File: config.mk
export PLATFORM = sky130hd
export DESIGN_NAME = stack_page_ctrl
export DESIGN_NICKNAME = d
export VERILOG_FILES = /design/src/rtl/stk_pkg.sv /design/src/rtl/stk_ptr.sv /design/src/rtl/stk_seq.sv /design/src/rtl/stack_page_ctrl.sv
export SDC_FILE = /design/constraint.sdc
export NUM_CORES = 1
export LEC_CHECK = 0
export BUFFER_PORTS_ARGS = -buffer_cell sky130_fd_sc_hd__buf_2
export CAP_MARGIN = 10
export CELL_PAD_IN_SITES_DETAIL_PLACEMENT = 1
export CELL_PAD_IN_SITES_GLOBAL_PLACEMENT = 1
export CORE_MARGIN = 2
export CORE_UTILIZATION = 34
export DETAILED_ROUTE_END_ITERATION = 10
export PLACE_DENSITY_LB_ADDON = 0.08
export SLEW_MARGIN = 20
export SYNTH_ARGS = -nofsm -noshare
export SYNTH_HDL_FRONTEND = slang
export SYNTH_SLANG_ARGS = --single-unit
File: constraint.sdc
create_clock -name clk -period 1.6 [get_ports clk]
set_input_delay 0.08 -clock clk [delete_from_list [all_inputs] [get_ports clk]]
set_output_delay 0.08 -clock clk [all_outputs]
set_load 0.005 [all_outputs]
File: src/rtl/stk_pkg.sv
// Shared types for the fixed-page stack controller.
// Assumes the command field is 3 bits wide; codes above 5 are unused.
package stk_pkg;

    typedef enum logic [2:0] {
        OP_PUSH_B = 3'd0,
        OP_PULL_B = 3'd1,
        OP_PUSH_W = 3'd2,
        OP_PULL_W = 3'd3,
        OP_SET_SP = 3'd4,
        OP_GET_SP = 3'd5
    } stk_op_e;

    typedef struct packed {
        logic dec;
        logic inc;
        logic load;
    } ptr_ctl_t;

    // True for the six defined operation codes.
    function automatic logic op_known(input logic [2:0] code);
        return code <= 3'd5;
    endfunction

endpackage

File: src/rtl/stk_ptr.sv
// Stack pointer register with load, decrement and increment.
// Assumes at most one control bit is set per cycle; load wins, then dec, then inc.
// Arithmetic wraps modulo 2**PTR_W.
module stk_ptr #(
    parameter int              PTR_W     = 8,
    parameter logic [PTR_W-1:0] RESET_VAL = '1
) (
    input  logic                clk,
    input  logic                rst_n,
    input  stk_pkg::ptr_ctl_t   ctl,
    input  logic [PTR_W-1:0]    load_val,
    output logic [PTR_W-1:0]    sp,
    output logic [PTR_W-1:0]    sp_up
);

    // Pointer state update.
    always_ff @(posedge clk) begin
        if (!rst_n)
            sp <= RESET_VAL;
        else if (ctl.load)
            sp <= load_val;
        else if (ctl.dec)
            sp <= sp - 1'b1;
        else if (ctl.inc)
            sp <= sp + 1'b1;
    end

    // Pre-incremented pointer used as the fetch address.
    always_comb sp_up = sp + 1'b1;

endmodule

File: src/rtl/stk_seq.sv
// Command sequencer: accepts one command when idle, steps through one or two
// single-cycle memory beats, steers the pointer and captures the result.
// Assumes memory read data is valid combinationally in the access cycle.
module stk_seq #(
    parameter int DATA_W = 8,
    localparam int WORD_W = 2 * DATA_W
) (
    input  logic                clk,
    input  logic                rst_n,
    input  logic                cmd_valid,
    input  logic [2:0]          cmd_op,
    input  logic [WORD_W-1:0]   cmd_data,
    input  logic [DATA_W-1:0]   mem_rdata,
    input  logic [DATA_W-1:0]   sp,
    output stk_pkg::ptr_ctl_t   ctl,
    output logic [DATA_W-1:0]   load_val,
    output logic                mem_we,
    output logic                mem_re,
    output logic                up_sel,
    output logic [DATA_W-1:0]   mem_wdata,
    output logic                done,
    output logic                nz_we,
    output logic [WORD_W-1:0]   result
);
    import stk_pkg::*;

    logic              busy_q;
    stk_op_e           op_q;
    logic [WORD_W-1:0] data_q;
    logic              beat_q;
    logic              last;
    logic              accept;

    always_comb accept = cmd_valid && !busy_q && op_known(cmd_op);
    always_comb load_val = data_q[DATA_W-1:0];

    // Per-beat strobes, pointer steering and end-of-command detection.
    always_comb begin
        ctl       = '0;
        mem_we    = 1'b0;
        mem_re    = 1'b0;
        up_sel    = 1'b0;
        mem_wdata = data_q[DATA_W-1:0];
        last      = 1'b0;
        if (busy_q) begin
            case (op_q)
                OP_PUSH_B: begin
                    mem_we  = 1'b1;
                    ctl.dec = 1'b1;
                    last    = 1'b1;
                end
                OP_PUSH_W: begin
                    mem_we    = 1'b1;
                    ctl.dec   = 1'b1;
                    mem_wdata = beat_q ? data_q[DATA_W-1:0] : data_q[WORD_W-1:DATA_W];
                    last      = beat_q;
                end
                OP_PULL_B: begin
                    mem_re  = 1'b1;
                    up_sel  = 1'b1;
                    ctl.inc = 1'b1;
                    last    = 1'b1;
                end
                OP_PULL_W: begin
                    mem_re  = 1'b1;
                    up_sel  = 1'b1;
                    ctl.inc = 1'b1;
                    last    = beat_q;
                end
                OP_SET_SP: begin
                    ctl.load = 1'b1;
                    last     = 1'b1;
                end
                default: last = 1'b1;
            endcase
        end
    end

    // Command acceptance, beat counting and completion pulses.
    always_ff @(posedge clk) begin
        if (!rst_n) begin
            busy_q <= 1'b0;
            op_q   <= OP_PUSH_B;
            data_q <= '0;
            beat_q <= 1'b0;
            done   <= 1'b0;
            nz_we  <= 1'b0;
        end else begin
            done  <= busy_q && last;
            nz_we <= busy_q && last && (op_q == OP_GET_SP);
            if (!busy_q) begin
                if (accept) begin
                    busy_q <= 1'b1;
                    op_q   <= stk_op_e'(cmd_op);
                    data_q <= cmd_data;
                    beat_q <= 1'b0;
                end
            end else begin
                beat_q <= 1'b1;
                if (last)
                    busy_q <= 1'b0;
            end
        end
    end

    // Result capture from memory reads or from the pointer.
    always_ff @(posedge clk) begin
        if (!rst_n) begin
            result <= '0;
        end else if (busy_q) begin
            case (op_q)
                OP_PULL_B: result <= {{DATA_W{1'b0}}, mem_rdata};
                OP_PULL_W: begin
                    if (beat_q)
                        result[WORD_W-1:DATA_W] <= mem_rdata;
                    else
                        result[DATA_W-1:0] <= mem_rdata;
                end
                OP_GET_SP: result <= {{DATA_W{1'b0}}, sp};
                default: ;
            endcase
        end
    end

endmodule

File: src/rtl/stack_page_ctrl.sv
// Fixed-page stack controller top: joins the sequencer and the pointer and
// forms the page address. Assumes an external byte memory with one-cycle
// combinational reads; the pointer names the next free byte.
module stack_page_ctrl #(
    parameter int               DATA_W    = 8,
    parameter logic [DATA_W-1:0] PAGE_HI   = 8'h01,
    parameter logic [DATA_W-1:0] RESET_PTR = 8'hFF,
    localparam int              WORD_W    = 2 * DATA_W,
    localparam int              ADDR_W    = 2 * DATA_W
) (
    input  logic                clk,
    input  logic                rst_n,
    input  logic                cmd_valid,
    input  logic [2:0]          cmd_op,
    input  logic [WORD_W-1:0]   cmd_data,
    output logic [WORD_W-1:0]   result,
    output logic                nz_we,
    output logic                nz_n,
    output logic                nz_z,
    output logic                done,
    output logic [ADDR_W-1:0]   mem_addr,
    output logic                mem_we,
    output logic                mem_re,
    output logic [DATA_W-1:0]   mem_wdata,
    input  logic [DATA_W-1:0]   mem_rdata
);

    stk_pkg::ptr_ctl_t  ctl;
    logic [DATA_W-1:0]  load_val;
    logic [DATA_W-1:0]  sp_q;
    logic [DATA_W-1:0]  sp_up;
    logic               up_sel;

    stk_seq #(.DATA_W(DATA_W)) u_seq (
        .clk       (clk),
        .rst_n     (rst_n),
        .cmd_valid (cmd_valid),
        .cmd_op    (cmd_op),
        .cmd_data  (cmd_data),
        .mem_rdata (mem_rdata),
        .sp        (sp_q),
        .ctl       (ctl),
        .load_val  (load_val),
        .mem_we    (mem_we),
        .mem_re    (mem_re),
        .up_sel    (up_sel),
        .mem_wdata (mem_wdata),
        .done      (done),
        .nz_we     (nz_we),
        .result    (result)
    );

    stk_ptr #(.PTR_W(DATA_W), .RESET_VAL(RESET_PTR)) u_ptr (
        .clk      (clk),
        .rst_n    (rst_n),
        .ctl      (ctl),
        .load_val (load_val),
        .sp       (sp_q),
        .sp_up    (sp_up)
    );

    // Page address: fixed upper byte, pointer or pre-incremented pointer below.
    always_comb mem_addr = {PAGE_HI, (up_sel ? sp_up : sp_q)};

    // Flags derived from the pointer readout held in the result register.
    always_comb begin
        nz_n = result[DATA_W-1];
        nz_z = (result[DATA_W-1:0] == '0);
    end

endmodule

==> results of run 1 <==
==> logic make-up after synthesis <==
kind of cell,synth area share [%]
AND/OR/NAND/NOR,25.31
buffers and inverters,8.255
XOR/XNOR,2.752
adder cells (fa/ha/maj),0.9826
multiplexers,5.897
AO/OA/AOI/OAI,19.56
flip-flops,36.95
other,0.2950
==> registers in the layout, indices dropped and copies added (netlist names) <==
signal and count:
u_seq.nz_we 1, u_seq.result 16, u_seq.beat_q 1, u_seq.op_q 3, u_seq.data_q 16, u_ptr.sp 8, u_seq.done 1, u_seq.busy_q 1
==> per-layer routing <==
layer  wire, um  GRT usage, %
met1       3468         24.91
met2       3776         31.53
met3        289         3.756
met4         98         5.000
met5          0             0
==> power by group through the flow <==
stage	logic (W)	registers [W]	clock network (W)
5_1_grt	0.000544	0.00129	0.000967
3_5_place_dp	0.000397	0.00131	0
4_1_cts	0.000451	0.00128	0.000894
2_1_floorplan	0.000273	0.00128	0
3_3_place_gp	0.000393	0.00131	0
6_report	0.000494	0.00128	0.000868
==> timing repair <==
item	CTS	global route
resized for setup	41	16
endpoints found under the setup margin	14	36
setup buffers	8	12
pin swaps	5	9
==> placed cells by master (no fill, tap or decap), types with 5 or more instances in the layout <==
cell / instances
a21boi_0: 21
a21boi_1: 8
buf_2: 59
buf_4: 35
buf_6: 12
clkbuf_8: 5
conb_1: 8
dfxtp_1: 36
dfxtp_4: 9
mux2_4: 8
mux2i_1: 6
nand2_1: 66
nand3_1: 9
nor2_1: 8
nor3_1: 5
o211a_1: 7
o21ai_0: 8
xor2_1: 5
==> through the flow <==
stage	util [%]	total power [W]	std cells	hold slack (ps)	area, um^2
floorplan	-	0.001548	300	224.9	2569
global placement	41.50	0.001699	457	330.7	3010
detailed placement	41.50	0.001704	457	338.8	3010
CTS	46.08	0.002630	472	13.46	3342
global route	47.97	0.002804	483	24.79	3480
finish	47.97	0.002644	483	15.64	3480
==> cell type report <==
type,count,share of cell area [%]
sequential,47,28.08
tap,99,3.560
clock inverter,1,0.8630
clock buffer,6,2.086
timing repair buffer,108,21.07
inverter,4,0.4315
multi-input combinational,218,43.91
==> worst min-delay path, cell delays in order <==
cell	delay, ps
buf_2	90
nand2_1	40
a21boi_0	60
==> how the worst max path moves through the flow <==
stage / start / end / slack, ps / cells after the start
after floorplan: u_ptr.sp[0] / u_ptr.sp[6] / 30 / 5
after global placement: u_seq.busy_q / u_seq.op_q[0] / 70 / 3
after detailed placement: u_seq.op_q[2] / mem_wdata[6] / 50 / 5
after CTS: u_seq.beat_q / mem_wdata[6] / -90 / 6
after global routing: u_seq.op_q[2] / mem_wdata[2] / -130 / 6
final: u_seq.op_q[2] / mem_wdata[6] / -50 / 6
==> results.py, run 1 <==
metrics = {
    "min_path": {
        "holdPathStages": 3,
        "holdCritPathClass": "primary input to flip-flop",
        "min_to": "u_seq.data_q[8]",
        "hp-start": "cmd_data[8]",
    },
    "floorplanning": {
        "start_util_pct": 35.10,
        "die_x_um": 90.54,
        "die_h_um": 90.54,
        "io_pins": 76,
        "row_count": 31,
        "coreArea_mm2": 0.007253,
        "die_area_mm2": 0.008197,
    },
    "critical_path": {
        "crit_top_cell": "nor2_4",
        "worst_r2r_endpoint": "u_ptr.sp[6]",
        "crit_family": "flip-flops",
        "startpoint_type": "flip-flop",
        "r2r_slack_ps": 30,
        "end_kind": "output pin",
        "r2r_cells": 6,
        "critPathArrivalTime_ps": 1570,
        "crit_type": "flip-flop to output pin",
        "timing.rr.start": "u_seq.op_q[0]",
        "crit_path_cell_trace": "nor2_4, nand3_4, nor2_4, buf_12, mux2_4, buf_6",
        "worst-path-buf-inv": 2,
        "crit_path_max_incr_delay_ps": 380,
        "slowest_stage": "dfxtp_4",
        "worstPathMaxFanout": 8,
        "required_ps": 1520,
    },
    "sta": {
        "finalSetupTns_ps": -351.7,
        "fmax_ghz": 0.6058,
        "slew_violations": 0,
        "hold_viol": 0,
        "finalClockSkew_ps": 5.312,
        "period_minus_slack_ps": 1651,
        "setup_ws_ps": -50.62,
        "rsz0062_at_grt": "true",
        "setup_viol": 8,
        "min_period_over_period_pct": 103.2,
    },
    "final_layout": {
        "areaGrowthSynthToFinish_pct": 36.66,
        "multiInputGateArea_mm2": 0.001528,
        "drive_gt1_share_pct": 40.36,
        "seqCellArea_um2": 977.2,
        "nets": 416,
        "insertedDiodeCount": 0,
        "n_fill_cell": 901,
    },
    "clocking": {
        "cts_tree": "done",
        "htreeDepth": 2,
        "clk_root_buffer_cell": "clkbuf_8",
        "clk_latency_ps": 300,
        "clock_sinks": 47,
        "ctsHoldBuffers": 0,
        "cts.path.max_buffers": 2,
        "cts_buffers": 5,
        "clk_pin_slew_ps": 80,
    },
    "pwr": {
        "power_density_mw_per_mm2": 759.8,
        "seqPwrFrac_pct": 48.5,
        "peakVddDrop_mv": 0.4354,
        "switching_power_w": 0.0007143,
        "internal-power_w": 0.001929,
        "leakagePower_nw": 1.592,
        "combPwrFrac_pct": 18.7,
        "p_clk_share_pct": 32.8,
        "power_switching_share_pct": 27.02,
    },
    "detailed_routing": {
        "via_per_inst": 4.901,
        "drt_wl_total_mm": 7.633,
        "routedWlPerCell_um": 15.80,
        "drc": 0,
        "firstDrtPassIters": 4,
        "final_antenna_net_count": 0,
        "vias": 2367,
        "drt_iter0_drc": 63,
    },
    "synth": {
        "ys_warn_count": 0,
        "ys_seq_area_share_pct": 36.95,
        "ys_types": 52,
        "synth_top_area_cell": "dfxtp_1",
        "synth.most_common_cell": "nand2_1",
        "syn_avg_cell_area_um2": 8.661,
        "synth_cells": 294,
        "synth_common_cells": "nand2_1 (67), dfxtp_1 (47), a21boi_0 (21), buf_4 (13)",
        "synth_area_mm2": 0.002546,
        "synth_ff_type": "dfxtp_1",
        "synth_area_leaders": "dfxtp_1 (37%), nand2_1 (9.9%), a21boi_0 (6.2%)",
        "async_reset_ff_share_pct": 0,
        "synth_seq_cells": 47,
        "synth_edf_count": 0,
        "synth.top_cell.area_share_pct": 36.95,
    },
    "outcome": {
        "violations": "negative setup slack",
        "status": "finished, violations left",
    },
    "global_routing": {
        "global_route.usage.total_pct": 18.90,
        "antenna_found_initial": 0,
        "grt_overflow": 0,
        "grt_max_degree": 25,
        "grt_pass1_wl_mm": 12.49,
        "grt_pass1_vias": 2415,
    },
    "placed_design": {
        "hpwl_mm": 5.272,
        "portBuffers": 67,
        "place_congestion": 0.7469,
        "place_ws_ps": 47.01,
    },
    "flow_run": {
        "max_cap_violations": 0,
    },
}
(Power assumes the default switching activity.)
==> run 2, diff against run 1 <==
--- a/config.mk
+++ b/config.mk
@@ -13,6 +13,7 @@
 export CORE_UTILIZATION = 34
 export DETAILED_ROUTE_END_ITERATION = 10
 export PLACE_DENSITY_LB_ADDON = 0.08
+export REMOVE_ABC_BUFFERS = 1
 export SLEW_MARGIN = 20
 export SYNTH_ARGS = -nofsm -noshare
 export SYNTH_HDL_FRONTEND = slang
==> results.py, run 2 (synthesis gave the netlist of run 1 again) <==
metrics = {
    "sta": {
        "min_period_over_period_pct": 103.8,
        "period_minus_slack_ps": 1660,
        "hold_viol": 0,
        "worst_pin_slew_ps": 498.0,
        "setup_ws_ps": -60.40,
        "fmax_ghz": 0.6023,
        "setup_viol": 8,
        "timing.max_slew.rel_slack_pct": 65.94,
        "slew_violations": 0,
        "hold_ws_ps": 16.22,
        "rsz0062_at_grt": "true",
        "finalClockSkew_ps": 6.701,
    },
    "floorplanning": {
        "coreArea_mm2": 0.007253,
        "die_h_um": 90.54,
        "row_count": 31,
        "start_util_pct": 35.10,
        "die_area_mm2": 0.008197,
        "die_x_um": 90.54,
        "io_pins": 76,
    },
    "detailed_routing": {
        "wl_met3_um": 329,
        "final_antenna_net_count": 0,
        "drt-met1-wl_mm": 3.246,
        "via_per_inst": 4.998,
        "firstDrtPassIters": 4,
        "wl_met2_mm": 3.590,
        "drt_wl_total_mm": 7.252,
        "drt_iter0_drc": 63,
        "routed.top_layer": "met4",
        "vias": 2364,
        "drc": 0,
        "routedWlPerCell_um": 15.33,
    },
    "clocking": {
        "cts.path.max_buffers": 2,
        "htreeDepth": 2,
        "cts_tree": "done",
        "cts_buffers": 5,
        "clk_root_buffer_cell": "clkbuf_8",
        "clk_pin_slew_ps": 80,
        "clk_latency_ps": 300,
        "clock_sinks": 47,
    },
    "final_layout": {
        "insertedDiodeCount": 0,
        "final_cell_mix": "nand2_1 (66), buf_2 (59), dfxtp_1 (37)",
        "areaGrowthSynthToFinish_pct": 33.56,
        "seqCellArea_um2": 970.9,
        "top_regs": "u_seq.data_q x16, u_seq.result x16, u_ptr.sp x8",
        "fin_util_pct": 46.89,
        "drive_gt1_share_pct": 39.30,
        "n_fill_cell": 911,
        "final_common_cell": "nand2_1",
        "postLayoutCellArea_mm2": 0.003401,
        "nets": 406,
        "multiInputGateArea_mm2": 0.001536,
    },
    "critical_path": {
        "end_kind": "output pin",
        "r2r_slack_ps": 70,
        "setup.worst_path.start": "u_seq.beat_q",
        "crit_type": "flip-flop to output pin",
        "startpoint_type": "flip-flop",
        "cp-endpoint": "mem_wdata[2]",
        "worstPathMaxFanout": 8,
        "timing.rr.start": "u_seq.op_q[0]",
        "r2r_cells": 7,
        "required_ps": 1520,
        "critPathArrivalTime_ps": 1580,
        "worst_r2r_endpoint": "u_ptr.sp[1]",
    },
    "pwr": {
        "finalPower_w": 0.002481,
        "leakagePower_nw": 1.563,
        "peakVddDrop_mv": 0.4056,
        "power_density_mw_per_mm2": 729.6,
    },
    "global_routing": {
        "antenna_found_initial": 0,
        "grt_max_degree": 25,
        "grt_pass1_vias": 2400,
        "grt_pass1_wl_mm": 12.15,
        "global_route.usage.total_pct": 18.23,
        "grt_overflow": 0,
    },
    "placed_design": {
        "place_ws_ps": 45.53,
        "place_congestion": 0.8040,
        "portBuffers": 67,
        "place_area_mm2": 0.002993,
        "hpwl_mm": 5.081,
    },
    "min_path": {
        "hp-start": "cmd_data[12]",
        "holdCritPathClass": "primary input to flip-flop",
    },
    "outcome": {
        "violations": "negative setup slack",
        "status": "finished, violations left",
    },
    "flow_run": {
        "max_cap_violations": 0,
    },
}
[run 2: area by class of cell]
type | count | share of cell area [%]
repair buffers | 98 | 19.61
clock buffers | 6 | 2.428
well taps | 99 | 3.642
inverters | 4 | 0.4415
multi-input cells | 218 | 45.18
clock inverters | 1 | 0.1472
flip-flops and latches | 47 | 28.55
[run 2: metrics by stage]
step                      setup TNS [ps]  std cells
after floorplan                    -1217        269
after global placement                 0        453
after detailed placement               0        453
after CTS                         -463.1        466
after global routing               -1206        473
final                             -404.5        473
[run 2: worst min path at each step]
stage,end,slack [ps],cells past startpoint
floorplan,u_ptr.sp[5],150,1
global placement,u_seq.data_q[13],330,3
detailed placement,u_seq.data_q[12],340,3
CTS,u_seq.data_q[12],20,3
global route,u_seq.data_q[3],30,3
finish,u_seq.data_q[12],20,3
[run 2: power breakdown]
part / internal [W] / switching (W)
clock network: 0.000340 / 0.000397
registers: 0.00122 / 0.0000658
logic: 0.000232 / 0.000229
[run 2: critical path: stages (launching register included)]
cell,delay [ps]
dfxtp_4,360
nor2_4,110
nand3_2,100
nor2_4,130
buf_12,150
mux2_4,320
buf_6,120
[run 2: layer usage]
layer / vias up / GRT usage (%)
met4: 0 / 5.256
met3: 6 / 3.673
li1: 1156 / -
met5: - / 0
met1: 1145 / 23.22
met2: 57 / 31.16
[run 2: timing repair]
item | in CTS | in global routing
endpoints found under the hold margin | 0 | 0
setup buffers | 6 | 7
pin swaps | 8 | 11
endpoints found under the setup margin | 16 | 19
hold buffers | 0 | 0
resized for setup | 40 | 16
